`src/rtl/pmc_pkg.sv`:
```
package pmc_pkg;
   typedef enum logic [2:0] {
      ST_RUN   = 3'd0,
      ST_IDLE  = 3'd1,
      ST_PD    = 3'd2,
      ST_WAKE  = 3'd3,
      ST_GUARD = 3'd4
   } pmc_state_e;

   localparam int MB_IDLE = 0;
   localparam int MB_PD   = 1;
   localparam int MODE_W  = 2;
endpackage

```
`src/rtl/pmc_clkdiv.sv`:
```
module pmc_clkdiv #(
   parameter bit DIV2 = 1'b1
) (
   input  logic clk_i,
   input  logic rst_ni,
   input  logic run_i,
   output logic tick_o
);
   generate
      if (DIV2) begin : g_div2
         logic ph_q;
         always_ff @(posedge clk_i or negedge rst_ni) begin
            if (!rst_ni)    ph_q <= 1'b0;
            else if (run_i) ph_q <= ~ph_q;
         end
         assign tick_o = ph_q;

         // the phase flips on every clock while the oscillator runs
         a_r1_tick_alternates: assert property (@(posedge clk_i) disable iff (!rst_ni)
            run_i |=> (tick_o != $past(tick_o)));
      end else begin : g_pass
         assign tick_o = run_i;
      end
   endgenerate
endmodule

```
`src/rtl/pmc_wake_qual.sv`:
```
module pmc_wake_qual #(
   parameter int NUM_EXT = 2
) (
   input  logic               clk_i,
   input  logic               rst_ni,
   input  logic               arm_i,
   input  logic [NUM_EXT-1:0] pin_n_i,
   input  logic [NUM_EXT-1:0] en_i,
   output logic               wake_req_o,
   output logic               release_o
);
   logic [NUM_EXT-1:0] low_en;
   logic [NUM_EXT-1:0] hold_q;

   assign low_en     = en_i & ~pin_n_i;
   assign wake_req_o = |low_en;

   always_ff @(posedge clk_i or negedge rst_ni) begin
      if (!rst_ni)                  hold_q <= '0;
      else if (arm_i && wake_req_o) hold_q <= low_en;
   end

   assign release_o = ~|(hold_q & ~pin_n_i);

   // a qualified wake always records at least one pin to wait on
   a_r7_hold_loaded: assert property (@(posedge clk_i) disable iff (!rst_ni)
      (arm_i && wake_req_o) |=> (hold_q != '0));
endmodule

```
`src/rtl/pmc_guard.sv`:
```
module pmc_guard #(
   parameter int LEN = 12
) (
   input  logic clk_i,
   input  logic rst_ni,
   input  logic active_i,
   input  logic tick_i,
   output logic done_o
);
   localparam int CW = (LEN > 1) ? $clog2(LEN) : 1;
   localparam logic [CW-1:0] LAST = CW'(LEN - 1);

   logic [CW-1:0] cnt_q;

   always_ff @(posedge clk_i or negedge rst_ni) begin
      if (!rst_ni)        cnt_q <= '0;
      else if (!active_i) cnt_q <= '0;
      else if (tick_i)    cnt_q <= (cnt_q == LAST) ? '0 : cnt_q + 1'b1;
   end

   assign done_o = active_i & tick_i & (cnt_q == LAST);

   // the window count is restarted whenever the window is closed
   a_r9_cnt_idle_zero: assert property (@(posedge clk_i) disable iff (!rst_ni)
      !active_i |=> (cnt_q == '0));
   // the count never passes the last tick of the window
   a_r9_cnt_bound: assert property (@(posedge clk_i) disable iff (!rst_ni)
      active_i |=> (cnt_q <= LAST));
endmodule

```
`src/rtl/pmc_mode_ctrl.sv`:
```
module pmc_mode_ctrl
   import pmc_pkg::*;
#(
   parameter int NUM_EXT      = 2,
   parameter bit DIV2         = 1'b1,
   parameter int TICKS_PER_MC = 6,
   parameter int GUARD_MC     = 2
) (
   input  logic               clk_i,
   input  logic               rst_ni,
   input  logic               hw_reset_i,
   input  logic               mode_wr_i,
   input  logic [MODE_W-1:0]  mode_wdata_i,
   output logic [MODE_W-1:0]  mode_o,
   input  logic               irq_pend_i,
   input  logic [NUM_EXT-1:0] ext_pin_n_i,
   input  logic [NUM_EXT-1:0] ext_en_i,
   output logic               tick_o,
   output logic               cpu_clk_en_o,
   output logic               per_clk_en_o,
   output logic               osc_run_o,
   output logic               ram_wr_block_o,
   output logic               core_rst_o,
   output logic               wake_o
);
   localparam int GUARD_TICKS = TICKS_PER_MC * GUARD_MC;

   generate
      if (NUM_EXT < 1 || NUM_EXT > 8) begin : g_bad_ext
         $error("pmc_mode_ctrl: NUM_EXT must lie in 1..8");
      end
      if (GUARD_TICKS < 1) begin : g_bad_guard
         $error("pmc_mode_ctrl: protection window must be at least one tick");
      end
   endgenerate

   pmc_state_e        st_q, st_n;
   logic [MODE_W-1:0] mode_q, mode_n;
   logic              wake_q, wake_n;
   logic              tick, wake_req, wake_rel, guard_done;
   logic              cpu_on, per_on;

   pmc_clkdiv #(.DIV2(DIV2)) u_div (
      .clk_i  (clk_i),
      .rst_ni (rst_ni),
      .run_i  (osc_run_o),
      .tick_o (tick)
   );

   pmc_wake_qual #(.NUM_EXT(NUM_EXT)) u_wake (
      .clk_i      (clk_i),
      .rst_ni     (rst_ni),
      .arm_i      (st_q == ST_PD),
      .pin_n_i    (ext_pin_n_i),
      .en_i       (ext_en_i),
      .wake_req_o (wake_req),
      .release_o  (wake_rel)
   );

   pmc_guard #(.LEN(GUARD_TICKS)) u_guard (
      .clk_i    (clk_i),
      .rst_ni   (rst_ni),
      .active_i (st_q == ST_GUARD),
      .tick_i   (tick),
      .done_o   (guard_done)
   );

   always_comb begin
      st_n   = st_q;
      mode_n = mode_q;
      wake_n = 1'b0;
      unique case (st_q)
         ST_RUN: begin
            if (hw_reset_i) begin
               mode_n = '0;
            end else if (mode_wr_i) begin
               mode_n = mode_wdata_i;
               if (mode_wdata_i[MB_PD])        st_n = ST_PD;
               else if (mode_wdata_i[MB_IDLE]) st_n = ST_IDLE;
            end
         end
         ST_IDLE: begin
            if (hw_reset_i) begin
               st_n = ST_GUARD;
            end else if (irq_pend_i) begin
               st_n   = ST_RUN;
               mode_n = '0;
               wake_n = 1'b1;
            end
         end
         ST_PD: begin
            if (hw_reset_i) begin
               st_n   = ST_RUN;
               mode_n = '0;
            end else if (wake_req) begin
               st_n = ST_WAKE;
            end
         end
         ST_WAKE: begin
            if (hw_reset_i) begin
               st_n   = ST_RUN;
               mode_n = '0;
            end else if (wake_rel) begin
               st_n   = ST_RUN;
               mode_n = '0;
               wake_n = 1'b1;
            end
         end
         ST_GUARD: begin
            if (guard_done) begin
               st_n   = ST_RUN;
               mode_n = '0;
            end
         end
         default: begin
            st_n   = ST_RUN;
            mode_n = '0;
         end
      endcase
   end

   always_ff @(posedge clk_i or negedge rst_ni) begin
      if (!rst_ni) begin
         st_q   <= ST_RUN;
         mode_q <= '0;
         wake_q <= 1'b0;
      end else begin
         st_q   <= st_n;
         mode_q <= mode_n;
         wake_q <= wake_n;
      end
   end

   assign cpu_on         = (st_q == ST_RUN) || (st_q == ST_GUARD);
   assign per_on         = cpu_on || (st_q == ST_IDLE);
   assign osc_run_o      = (st_q != ST_PD);
   assign cpu_clk_en_o   = cpu_on & tick;
   assign per_clk_en_o   = per_on & tick;
   assign ram_wr_block_o = (st_q == ST_GUARD);
   assign core_rst_o     = (st_q == ST_RUN) & hw_reset_i;
   assign tick_o         = tick;
   assign mode_o         = mode_q;
   assign wake_o         = wake_q;

   // a write with the deep-sleep bit wins over the light-sleep bit
   a_r4_pd_priority: assert property (@(posedge clk_i) disable iff (!rst_ni)
      (st_q == ST_RUN && !hw_reset_i && mode_wr_i && mode_wdata_i[MB_PD])
      |=> (st_q == ST_PD));
   // the wake indication lasts a single cycle
   a_r5_wake_single: assert property (@(posedge clk_i) disable iff (!rst_ni)
      wake_o |=> !wake_o);
   // deep sleep persists without reset or a qualified pin
   a_r6_pd_stays: assert property (@(posedge clk_i) disable iff (!rst_ni)
      (st_q == ST_PD && !hw_reset_i && !wake_req) |=> (st_q == ST_PD));
   // the held pin rising releases the core with a wake pulse
   a_r7_release_wakes: assert property (@(posedge clk_i) disable iff (!rst_ni)
      (st_q == ST_WAKE && !hw_reset_i && wake_rel) |=> wake_o);
   // a reset outside light sleep clears the mode bits
   a_r8_reset_clears: assert property (@(posedge clk_i) disable iff (!rst_ni)
      (hw_reset_i && st_q != ST_IDLE && st_q != ST_GUARD) |=> (mode_q == '0));
   // a reset taken in light sleep opens the protection window
   a_r9_guard_entry: assert property (@(posedge clk_i) disable iff (!rst_ni)
      (st_q == ST_IDLE && hw_reset_i) |=> (ram_wr_block_o && !core_rst_o));
endmodule

```
`config.mk`:
```
export PLATFORM = sky130hd
export DESIGN_NAME = pmc_mode_ctrl
export DESIGN_NICKNAME = d
export VERILOG_FILES = /design/src/rtl/pmc_pkg.sv /design/src/rtl/pmc_clkdiv.sv /design/src/rtl/pmc_wake_qual.sv /design/src/rtl/pmc_guard.sv /design/src/rtl/pmc_mode_ctrl.sv
export SDC_FILE = /design/constraint.sdc
export NUM_CORES = 1
export LEC_CHECK = 0
export CORE_MARGIN = 2
export CORE_UTILIZATION = 43
export CTS_CLUSTER_SIZE = 40
export DETAILED_ROUTE_END_ITERATION = 10
export PLACE_DENSITY_LB_ADDON = 0.3
export SYNTH_ARGS = -nofsm -noshare
export SYNTH_HDL_FRONTEND = slang
export SYNTH_HIERARCHICAL = 1
export SYNTH_SLANG_ARGS = --single-unit
```
`constraint.sdc`:
```
create_clock -name clk_i -period 1.76 [get_ports clk_i]
set_clock_uncertainty 0.1 [all_clocks]
set_input_delay 0.528 -clock clk_i [delete_from_list [all_inputs] [get_ports clk_i]]
set_output_delay 0.528 -clock clk_i [all_outputs]
set_load 0.03 [all_outputs]
```
==> metrics.md <==
| Metric | Value |
|---|---|
| Crit end category | primary output |
| Detailed placement HPWL | 1546 um |
| Most frequent cells in the layout | 28 x buf_4, 12 x dfrtp_1, 10 x buf_6, 7 x dlygate4sd2_1 |
| Cells after Synth | 88 |
| Post-route clock period utilization | 1.089 |
| Ys Warns | 6 |
| Unrepaired setup endpoints after global routing | true |
| DRT Pass-1 Iters | 4 |
| Layout cells sized above 1 | 0.4648 |
| Clk sink count | 13 |
| Die area | 2243 um2 |
| Core area | 1745 um2 |
| Number of setup violations in the final report | 8 |
| Worst skew pair latency | 0.27 ns |
| Drt total wl | 2411 um |
| CTS tree | yes |
| CP Class | reg -> out |
| Initial drt markers | 5 |
| Critical path fanouts, max | 5 |
| Most used flip-flop cell after synthesis | dfrtp_1 |
| Pre-CTS setup slack | -0.3816 ns |
| Rows | 15 |
| MaxCap Viol Count | 0 |
| Clock Path Buffers | 2 |
| Drt drc | 0 |
| Hold path startpoint | mode_o[1]$_DFFE_PN0P_ |
| R2R setup slack | -0.10 ns |
| H-tree depth | 1 |
| Routed Antenna Nets | 0 |
| Crit start category | flop |
| Final net count | 155 |
| Number of global-route vias before repair | 849 |
| Total power | 0.002269 W |
| FF-to-FF Start | st_q[2]$_DFFE_PN0P_ |
| DIE WIDTH | 47.36 um |
| CTS Buf Count | 3 |
| Pin count of the biggest net entering global routing | 14 |
| Mapped Area | 808.3 um2 |
| Arrival time worst endpoint | 1.29 ns |
| Via count | 845 |
| IO Port Bufs | 19 |
| RR Endpoint | st_q[0]$_DFFE_PN0P_ |
| WHS Path Cells | 1 |
| Status | complete, but fails checks |
| Number of flops mapped to enable cells by yosys | 0 |
| Hold Crit Class | reg -> reg |
| Register area share after synthesis | 0.4025 |
| Commonest non-fill, non-tap cell in the layout | buf_4 |
| Ys async rst share | 1.000 |
| Failing checks | setup timing |
| Slew Limit Fails | 0 |
| Post-synth cell types | 40 |
| Global Route Usage Sum | 0.2351 |
| Net count after synthesis | 100 |
| Power Density | 1632 nW/um2 |
| Vias per cell | 5.060 |
| Die Ht | 47.36 um |
| WHS Endpoint | mode_o[1]$_DFFE_PN0P_ |
| I/O pins | 20 |
| Final instance area | 1390 um2 |
| Post-route setup slack | -0.1560 ns |
| Post-DR wirelength/cell | 14.44 um |
| GP Congestion | 0.8252 |
| CTS clock-pin slew for the worst setup and hold paths | 0.08 ns |
| Root Driver | clkbuf_4 |
| Initial Util | 0.4631 |
| Leakage | 0.7036 nW |
| Post-Place Cell Area | 1191 um2 |
| Achievable Freq | 521.9 MHz |
| Combinational Power Share | 0.713 |
| Reg power frac | 0.204 |
| Gr ovfl total | 0 |
| Area growth syn-to-layout | 71.98% |
| Psw | 0.0009690 W |
| Synth Register Bits | 13 |
| # fillers | 115 |
| Int Pwr | 0.001300 W |
| Tightest Pin Transition | 0.4071 ns |
| Hold buffers post-CTS | 0 |
| Diode count | 0 |
| CP required | 1.13 ns |
| Peak supply drop | 1.002 mV |
| Sw frac | 0.4270 |
| Final Hold Fails | 0 |
| Post-route minimum period | 1.916 ns |
| Global-route wire length before repair | 3663 um |
| Reg2Reg Depth | 6 |
| Power share of the clock group | 0.083 |
| Initial antenna violation count | 0 |
| Relative slew margins | 0.7264 |
| Mapped Avg Cell Area | 9.185 um2 |
==> cells by family (layout without fill, tap and decap cells) <==
| family | Yosys count | count (layout) | share of synthesized area |
|---|---|---|---|
| AND/OR/NAND/NOR | 39 | 39 | 0.2709 |
| AO/OA/AOI/OAI | 20 | 20 | 0.1827 |
| flip-flops | 13 | 13 | 0.4025 |
| buffers and inverters | 10 | 64 | 0.06192 |
| multiplexers | 4 | 4 | 0.05572 |
| adder cells (fa/ha/maj) | 1 | 1 | 0.01548 |
| XOR/XNOR | 1 | 1 | 0.01084 |
==> what timing repair did <==
| action | 4_1_cts | 5_1_grt |
|---|---|---|
| setup buffers | 2 | 7 |
| resized for setup | 23 | 13 |
| pin swaps | 6 | 6 |
| cloned | 1 | 0 |
| setup endpoints to repair | 11 | 8 |
==> registers in the layout, indices dropped and copies added (netlist names) <==
register       cells
u_guard/cnt_q      4
st_q               3
u_div/tick_o       1
u_wake/hold_q      2
wake_o             1
mode_o             2
==> critical path, cell delays in order (launching register included) <==
cell     delay (ns)
dfrtp_1        0.40
buf_6          0.13
nor2_4         0.09
and2_4         0.16
buf_6          0.11
buf_6          0.12
==> area by class of cell <==
class	count	area (um2)	share of cell area
multi-input combinational	65	515.5	0.3708
timing repair buffer	53	464.2	0.3339
sequential	13	326.6	0.2349
tap	25	31.28	0.02250
clock buffer	4	26.28	0.01890
inverter	7	26.28	0.01890
==> how the worst max path moves through the flow <==
stage | endpoint | cells past startpoint | start
floorplan | st_q[0]$_DFFE_PN0P_ | 9 | st_q[1]$_DFFE_PN0P_
global placement | st_q[0]$_DFFE_PN0P_ | 7 | ext_pin_n_i[0]
detailed placement | st_q[0]$_DFFE_PN0P_ | 5 | hw_reset_i
CTS | core_rst_o | 4 | st_q[1]$_DFFE_PN0P_
global route | core_rst_o | 4 | st_q[2]$_DFFE_PN0P_
finish | ram_wr_block_o | 5 | st_q[1]$_DFFE_PN0P_
==> cells in the mapped netlist (2+ instances only) <==
cell	n	area share
nand2_1	7	0.033
nor3_1	3	0.019
nand2b_1	2	0.015
o21ai_1	3	0.019
nor2_1	9	0.042
mux2i_1	3	0.037
and2_1	2	0.015
a22o_1	3	0.033
a21oi_1	3	0.019
dfrtp_1	13	0.40
nor2b_1	5	0.039
inv_1	7	0.033
==> power by group through the flow <==
stage,Clock [W],Combinational [W],Sequential (W)
floorplan,0,0.000715,0.000525
global placement,0,0.00117,0.000459
detailed placement,0,0.00119,0.000464
CTS,0.000196,0.00135,0.000467
global route,0.000211,0.00172,0.000473
finish,0.000189,0.00162,0.000463
==> routing by layer <==
layer  GRT usage  up-vias  part of all wire
li1            -      422                 -
met1      0.2820      405              0.44
met2      0.4135       14              0.52
met3     0.04231        4             0.029
met4     0.08889        0             0.012
met5           0        -                 0
==> metrics by stage <==
stage	cells	util	setup TNS [ns]	hold WS, ns
floorplan	88	-	-0.2707	0.1324
global placement	153	0.6824	-1.202	0.3730
detailed placement	153	0.6824	-1.445	0.3750
CTS	160	0.7355	-0.5743	0.4136
global route	167	0.7964	-1.194	0.4200
finish	167	0.7964	-0.7703	0.4080
No activity file was read; power rests on OpenSTA's default activity.
